File: src/rtl/uart_txbuf_pkg.sv
package uart_txbuf_pkg;
  // Where the shift register got its character from in a given cycle
  typedef enum logic [1:0] {
    LD_NONE  = 2'd0,
    LD_WRITE = 2'd1,
    LD_QUEUE = 2'd2,
    LD_HOLD  = 2'd3
  } load_src_e;

  // Break marker: flag bit above the data byte, data zero
  function automatic logic [15:0] break_marker(input int data_w);
    logic [15:0] v;
    v = '0;
    v[data_w] = 1'b1;
    return v;
  endfunction
endpackage

File: src/rtl/uart_txbuf_fifo.sv
module uart_txbuf_fifo #(
  parameter int W     = 9,
  parameter int DEPTH = 64
) (
  input  logic                         clk,
  input  logic                         rst,
  input  logic                         clr,
  input  logic                         push,
  input  logic [W-1:0]                 push_data,
  input  logic                         pop,
  output logic [W-1:0]                 head_data,
  output logic [$clog2(DEPTH+1)-1:0]   level
);
  localparam int PTR_W = (DEPTH > 1) ? $clog2(DEPTH) : 1;
  localparam int CNT_W = $clog2(DEPTH + 1);
  localparam logic [PTR_W-1:0] LAST = PTR_W'(DEPTH - 1);

  logic [W-1:0]     mem [DEPTH];
  logic [PTR_W-1:0] wr_ptr, rd_ptr;
  logic [CNT_W-1:0] cnt;

  // Storage has no reset so it maps onto RAM
  always_ff @(posedge clk) begin
    if (push && !clr) mem[wr_ptr] <= push_data;
  end

  always_ff @(posedge clk) begin
    if (rst || clr) begin
      wr_ptr <= '0;
      rd_ptr <= '0;
      cnt    <= '0;
    end else begin
      if (push) wr_ptr <= (wr_ptr == LAST) ? '0 : wr_ptr + 1'b1;
      if (pop)  rd_ptr <= (rd_ptr == LAST) ? '0 : rd_ptr + 1'b1;
      case ({push, pop})
        2'b10:   cnt <= cnt + 1'b1;
        2'b01:   cnt <= cnt - 1'b1;
        default: cnt <= cnt;
      endcase
    end
  end

  assign head_data = mem[rd_ptr];
  assign level     = cnt;

  assert_no_overflow_R4: assert property (@(posedge clk) disable iff (rst)
    (cnt == CNT_W'(DEPTH) && !pop && !clr) |-> !push);
  assert_no_underflow_R6: assert property (@(posedge clk) disable iff (rst)
    (cnt == '0) |-> !pop);
  assert_level_bound_R3: assert property (@(posedge clk) disable iff (rst)
    cnt <= CNT_W'(DEPTH));
endmodule

File: src/rtl/uart_txbuf_brk.sv
module uart_txbuf_brk (
  input  logic clk,
  input  logic rst,
  input  logic brk_ctl,
  output logic brk_fell
);
  logic brk_q;

  always_ff @(posedge clk) begin
    if (rst) brk_q <= 1'b0;
    else     brk_q <= brk_ctl;
  end

  assign brk_fell = brk_q && !brk_ctl;

  assert_break_edge_R9: assert property (@(posedge clk) disable iff (rst)
    brk_fell |=> !brk_fell);
endmodule

File: src/rtl/uart_txbuf_ctrl.sv
module uart_txbuf_ctrl
  import uart_txbuf_pkg::*;
#(
  parameter int CW    = 9,
  parameter int DEPTH = 64
) (
  input  logic                       clk,
  input  logic                       rst,
  input  logic                       fifo_mode,
  input  logic                       tx_clr,
  input  logic                       chr_vld,
  input  logic [CW-1:0]              chr,
  input  logic                       shift_done,
  input  logic [$clog2(DEPTH+1)-1:0] level,
  input  logic [CW-1:0]              head_data,
  output logic                       q_push,
  output logic                       q_pop,
  output logic                       shift_load,
  output logic [CW-1:0]              shift_data,
  output logic                       tx_empty,
  output logic                       data_req
);
  localparam int CNT_W = $clog2(DEPTH + 1);
  localparam int HALF  = DEPTH / 2;
  localparam logic [CNT_W-1:0] HALF_C  = CNT_W'(HALF);
  localparam logic [CNT_W-1:0] HALF1_C = CNT_W'(HALF + 1);
  localparam logic [CNT_W-1:0] FULL_C  = CNT_W'(DEPTH);

  logic            empty_q, dreq_q, load_q;
  logic [CW-1:0]   shift_q, hold_q;
  logic            n_empty, n_dreq;
  logic [CW-1:0]   n_shift, n_hold;
  logic [CNT_W-1:0] lvl_after;
  load_src_e       src;

  always_comb begin
    n_empty   = empty_q;
    n_dreq    = dreq_q;
    n_shift   = shift_q;
    n_hold    = hold_q;
    q_push    = 1'b0;
    q_pop     = 1'b0;
    src       = LD_NONE;
    lvl_after = level;
    if (tx_clr) begin
      n_empty = 1'b1;
      n_dreq  = 1'b1;
    end else begin
      // shift completion first
      if (shift_done && !empty_q) begin
        if (fifo_mode) begin
          if (level != '0) begin
            q_pop     = 1'b1;
            src       = LD_QUEUE;
            n_shift   = head_data;
            lvl_after = level - 1'b1;
            if (level <= HALF1_C) n_dreq = 1'b1;
          end else begin
            n_empty = 1'b1;
          end
        end else if (!dreq_q) begin
          src     = LD_HOLD;
          n_shift = hold_q;
          n_dreq  = 1'b1;
        end else begin
          n_empty = 1'b1;
        end
      end
      // then the new character
      if (chr_vld) begin
        if (n_empty) begin
          src     = LD_WRITE;
          n_shift = chr;
          n_empty = 1'b0;
        end else if (fifo_mode) begin
          if (lvl_after < FULL_C) begin
            q_push = 1'b1;
            if (lvl_after >= HALF_C) n_dreq = 1'b0;
          end
        end else if (n_dreq) begin
          n_hold = chr;
          n_dreq = 1'b0;
        end
      end
    end
  end

  always_ff @(posedge clk) begin
    if (rst) begin
      empty_q <= 1'b1;
      dreq_q  <= 1'b1;
      load_q  <= 1'b0;
      shift_q <= '0;
      hold_q  <= '0;
    end else begin
      empty_q <= n_empty;
      dreq_q  <= n_dreq;
      load_q  <= (src != LD_NONE);
      shift_q <= n_shift;
      hold_q  <= n_hold;
    end
  end

  assign shift_load = load_q;
  assign shift_data = shift_q;
  assign tx_empty   = empty_q;
  assign data_req   = dreq_q;

  assert_clear_state_R1: assert property (@(posedge clk) disable iff (rst)
    tx_clr |=> (tx_empty && data_req && !shift_load));
  assert_load_busy_R2: assert property (@(posedge clk) disable iff (rst)
    shift_load |-> !tx_empty);
  assert_hold_ignore_R5: assert property (@(posedge clk) disable iff (rst)
    (!fifo_mode && !tx_clr && !tx_empty && !data_req && chr_vld && !shift_done)
      |=> (!data_req && !shift_load));
  assert_drain_empty_R6: assert property (@(posedge clk) disable iff (rst)
    (fifo_mode && !tx_clr && !tx_empty && shift_done && level == '0 && !chr_vld)
      |=> (tx_empty && !shift_load));
  assert_idle_done_R10: assert property (@(posedge clk) disable iff (rst)
    (tx_empty && !chr_vld && !tx_clr) |=> (tx_empty && !shift_load));
endmodule

File: src/rtl/uart_txbuf.sv
module uart_txbuf
  import uart_txbuf_pkg::*;
#(
  parameter int DATA_W = 8,
  parameter int DEPTH  = 64
) (
  input  logic              clk,
  input  logic              rst,
  input  logic              fifo_mode,
  input  logic              tx_clr,
  input  logic              wr_en,
  input  logic [DATA_W-1:0] wr_data,
  input  logic              brk_ctl,
  input  logic              shift_done,
  output logic              shift_load,
  output logic [DATA_W:0]   shift_data,
  output logic              tx_empty,
  output logic              data_req
);
  localparam int CW    = DATA_W + 1;
  localparam int CNT_W = $clog2(DEPTH + 1);
  localparam logic [15:0] BRK16 = break_marker(DATA_W);
  localparam logic [CW-1:0] BRK_CHR = BRK16[CW-1:0];

  logic            brk_fell, chr_vld, q_push, q_pop;
  logic [CW-1:0]   chr, head_data;
  logic [CNT_W-1:0] level;

  uart_txbuf_brk u_brk (
    .clk      (clk),
    .rst      (rst),
    .brk_ctl  (brk_ctl),
    .brk_fell (brk_fell)
  );

  assign chr_vld = wr_en || brk_fell;
  assign chr     = brk_fell ? BRK_CHR : {1'b0, wr_data};

  uart_txbuf_fifo #(.W(CW), .DEPTH(DEPTH)) u_fifo (
    .clk       (clk),
    .rst       (rst),
    .clr       (tx_clr),
    .push      (q_push),
    .push_data (chr),
    .pop       (q_pop),
    .head_data (head_data),
    .level     (level)
  );

  uart_txbuf_ctrl #(.CW(CW), .DEPTH(DEPTH)) u_ctrl (
    .clk        (clk),
    .rst        (rst),
    .fifo_mode  (fifo_mode),
    .tx_clr     (tx_clr),
    .chr_vld    (chr_vld),
    .chr        (chr),
    .shift_done (shift_done),
    .level      (level),
    .head_data  (head_data),
    .q_push     (q_push),
    .q_pop      (q_pop),
    .shift_load (shift_load),
    .shift_data (shift_data),
    .tx_empty   (tx_empty),
    .data_req   (data_req)
  );
endmodule

File: config.mk
export PLATFORM = sky130hd
export DESIGN_NAME = uart_txbuf
export DESIGN_NICKNAME = d
export VERILOG_FILES = /design/src/rtl/uart_txbuf_pkg.sv /design/src/rtl/uart_txbuf_fifo.sv /design/src/rtl/uart_txbuf_brk.sv /design/src/rtl/uart_txbuf_ctrl.sv /design/src/rtl/uart_txbuf.sv
export SDC_FILE = /design/constraint.sdc
export NUM_CORES = 1
export LEC_CHECK = 0
export BUFFER_PORTS_ARGS = -buffer_cell sky130_fd_sc_hd__buf_4
export CORE_AREA = 2 2 252 254
export DETAILED_ROUTE_END_ITERATION = 7
export DIE_AREA = 0 0 254 256
export SLEW_MARGIN = 5
export SYNTH_ARGS = -nofsm -noshare
export SYNTH_HDL_FRONTEND = slang
export SYNTH_SLANG_ARGS = --single-unit
File: constraint.sdc
create_clock -name clk -period 9.23 [get_ports clk]
set_input_delay 1.3845 -clock clk [delete_from_list [all_inputs] [get_ports clk]]
set_output_delay 1.3845 -clock clk [all_outputs]
set_load 0.1 [all_outputs]
==> implementation parameters <==
Parameter                              Value

Clock tree
  Maximum level of the CTS H-tree ... 2
  Total clock buffers created by CTS ... 59
  Insertion delay of the later-clocked pin in the worst-skew pair ... 0.64 ns
  CTS tree ... done
  Number of buffers between clock root and the deepest sink ... 3
  Number of post-CTS setup repair buffers ... 0
  Resize count post-CTS ... 0
  Count of hold-fix buffers inserted at cts ... 0
  Clock root cell ... clkbuf_16
  Clk sink count ... 623
  Clock transition at the register clock pins on the worst setup and hold paths after CTS ... 0.06 ns

Final layout
  Layout cells sized above 1 ... 19.1%
  Net count of the finished layout ... 1432
  Area added between synthesis and finish ... 12.2%
  Most common cell after layout, fill and taps aside ... edfxtp_1
  Commonest non-fill, non-tap cells in the layout ... edfxtp_1 (576), mux4_2 (110), nor2_1 (105), mux2i_1 (100), clkbuf_16 (60)
  Sequential cell area ... 0.0182 mm^2
  Area of the multi-input gates ... 0.00615 mm^2
  Fillcell total ... 5378
  Diode insertion count for antenna repair ... 0
  Final instance area ... 0.0278 mm^2

Floorplanning
  Std-Cell Rows ... 92
  Top-level port count ... 27
  Total core area ... 0.0624 mm^2
  Horizontal extent of the die ... 254 um
  Die Area ... 0.0650 mm^2
  Starting Density ... 39.7%
  Vertical die dimension ... 256 um

Synth
  Area leader, netlist ... edfxtp_1
  Warnings, synthesis ... 0
  Share of synthesized area occupied by flip-flops and latches ... 73.6%
  Share of the synthesized area in the top cell type ... 69.8%
  Primary FF master, synth ... edfxtp_1
  Avg Synthesized Cell Area ... 17.9 um^2
  Synthesized instance count ... 1387
  Post-synthesis sequential element count ... 623
  Share of synthesized flip-flops with an asynchronous set or reset ... 0%
  Number of enable flip-flop cells after synthesis ... 576
  Mapped cell area ... 0.0248 mm^2
  Mapped Nets ... 1409
  Number of unique standard cell types used by synthesis ... 60
  Cell types with the largest area share after synthesis ... edfxtp_1 (70%), mux4_2 (10%), mux2i_1 (4.0%)

Routing
  DRT iter0 DRCs ... 1501
  Detailed Routing Iterations Pass 1 ... 6
  Detailed-route DRC error count ... 0
  Via density ... 5.62
  Remaining antenna violation count after routing ... 0
  Detailed-route wire length ... 59.4 mm
  Average wire length per cell after detail routing ... 25.7 um
  Number of vias in the routed layout ... 13.0k

Critical path
  CP Data Required Time ... 9.49 ns
  Ordered list of cells on the worst path ... buf_4, nor2b_1, nand4_1, mux2i_1, and4_1, inv_4, or4b_1, nor2_1
  Worst flop-to-flop path endpoint ... u_fifo.mem[18][0]$_DFFE_PP_
  Crit Path Category ... input pin to register
  Type of origin of the critical path ... input pin
  Worst path max stage delay ... 0.87 ns
  Slowest CP cell ... or4b_1
  FF-to-FF setup slack ... 5.25 ns
  Beginning of the worst register-to-register path ... u_fifo.level[0]$_SDFFE_PP0P_
  Critical path data arrival time ... 4.50 ns
  Worst reg-to-reg path cell count ... 9
  Maximum net fanout on the critical path ... 9
  Endpoint type of the worst setup path ... register

Global routing
  GRT met1 Usage ... 27.8%
  Number of global-route vias before repair ... 12.8k
  Initial antenna violation count ... 0
  GRT busiest layer ... met2
  Global-route wire length before repair ... 87.5 mm
  Pin count of the biggest net entering global routing ... 67
  Met2 Resource Use GR ... 28.0%
  Total GRT Usage ... 18.4%
  Met3 routing resource usage after global routing ... 2.53%
  Overflow after GRT ... 0

Placement
  Area after DPL ... 0.0258 mm^2
  DP HPWL ... 36.4 mm
  Final RePlAce weighted congestion ... 0.882
  IO Port Bufs ... 26

Timing
  Unrepaired setup endpoints after global routing ... no
  Final Hold Fails ... 0
  Worst clock skew ... 0.0336 ns
  Final min period ... 4.23 ns
  Tightest Pin Transition ... 1.16 ns
  Setup violations, final ... 0
  Worst slew slack as a fraction of its limit ... 22.3%
  Tcrit/Tclk final ... 45.9%
  Max-slew violation count ... 0
  Highest clock rate ... 0.236 GHz
  Aggregate negative setup slack ... 0 ns

Worst hold path
  Hold Startpoint ... u_ctrl.hold_q[3]$_SDFFE_PP0P_
  Worst Hold Depth ... 2
  Worst min-delay path category ... register to register
  End point of the worst hold path ... u_ctrl.hold_q[3]$_SDFFE_PP0P_

Run
  Max-cap check violation count ... 0

Pwr
  Leakage power figure ... 8.57 nW
  Overall power of the completed layout ... 5.68 mW
  Worst vdd ir ... 0.139 mV
  Total power divided by cell area ... 204 mW/mm^2

Run status
  Outcome ... complete, no violations
-- layout make-up --
| type | instances | area share [%] |
|---|---|---|
| Clock buffer | 73 | 5.57 |
| Clock inverter | 38 | 1.55 |
| Inverter | 14 | 0.225 |
| Multi-Input combinational cell | 669 | 22.1 |
| Sequential cell | 623 | 65.6 |
| Tap cell | 846 | 3.81 |
| Timing Repair Buffer | 43 | 1.16 |
-- worst max-delay path, delay by kind of cell --
family,cells,cell delay (ns)
buf+inv,2,0.18
simple gates,5,2.62
mux,1,0.29
-- synth_stat cells, types with 8 or more instances --
| library cell | count |
|---|---|
| edfxtp_1 | 576 |
| o21ai_0 | 19 |
| a211oi_1 | 33 |
| o211ai_1 | 10 |
| buf_1 | 12 |
| nand3_1 | 28 |
| nand4_1 | 14 |
| nor2_1 | 105 |
| nor3_1 | 8 |
| mux2i_1 | 100 |
| inv_1 | 12 |
| clkbuf_1 | 31 |
| and2_1 | 18 |
| buf_2 | 34 |
| nor2_2 | 8 |
| a21oi_1 | 31 |
| nand2_1 | 51 |
| dfxtp_1 | 47 |
| mux4_2 | 110 |
| a22oi_1 | 40 |
-- kinds of logic (layout without fill, tap and decap cells) --
| logic type | count (synthesis) | after routing | synth area share (%) |
|---|---|---|---|
| compound gates | 152 | 152 | 4.10 |
| xor+xnor | 8 | 8 | 0.283 |
| fa+ha+maj | 7 | 7 | 0.353 |
| buf+inv | 95 | 168 | 1.66 |
| flops | 623 | 623 | 73.6 |
| mux | 214 | 214 | 14.2 |
| simple gates | 288 | 288 | 5.81 |
-- per-layer routing --
metal,share of wire [%],wire [um]
met1,44,26200
met2,46,27500
met3,7.7,4570
met4,1.8,1090
met5,0,0
-- worst max-delay path by stage --
| stage | endpoint | startpoint | cells after the start |
|---|---|---|---|
| after floorplan | u_fifo.mem[10][0]$_DFFE_PP_ | shift_done | 9 |
| after global placement | u_fifo.mem[16][3]$_DFFE_PP_ | shift_done | 7 |
| after detailed placement | u_fifo.mem[53][8]$_DFFE_PP_ | shift_done | 7 |
| after CTS | u_fifo.mem[13][0]$_DFFE_PP_ | shift_done | 7 |
| after global routing | u_fifo.mem[13][0]$_DFFE_PP_ | shift_done | 7 |
| final | u_fifo.mem[18][0]$_DFFE_PP_ | shift_done | 8 |
-- per-stage QoR --
stage	setup WS (ns)	utilization [%]	std cells	hold slack, ns
floorplan	5.39	-	1387	0.460
global placement	4.46	41.4	2195	0.475
detailed placement	4.40	41.4	2195	0.485
CTS	5.07	44.6	2306	0.500
global route	4.77	44.6	2306	0.530
finish	5.00	44.6	2306	0.502
-- flip-flops by register name (all words and copies together) (netlist names), 6 cells and up, named ones only --
register / cells
u_fifo.level: 7
u_fifo.rd_ptr: 6
u_fifo.wr_ptr: 6
u_ctrl.hold_q: 9
u_fifo.mem: 576
u_ctrl.shift_data: 9
-- where the power goes --
group / switching, mW / total, mW / internal, mW / leakage (nW)
Clock: 1.04 / 2.47 / 1.42 / 0.962
Sequential: 0.00340 / 3.09 / 3.09 / 5.69
Combinational: 0.106 / 0.123 / 0.0169 / 1.92
Total: 1.15 / 5.68 / 4.53 / 8.57
(Power assumes the default switching activity.)
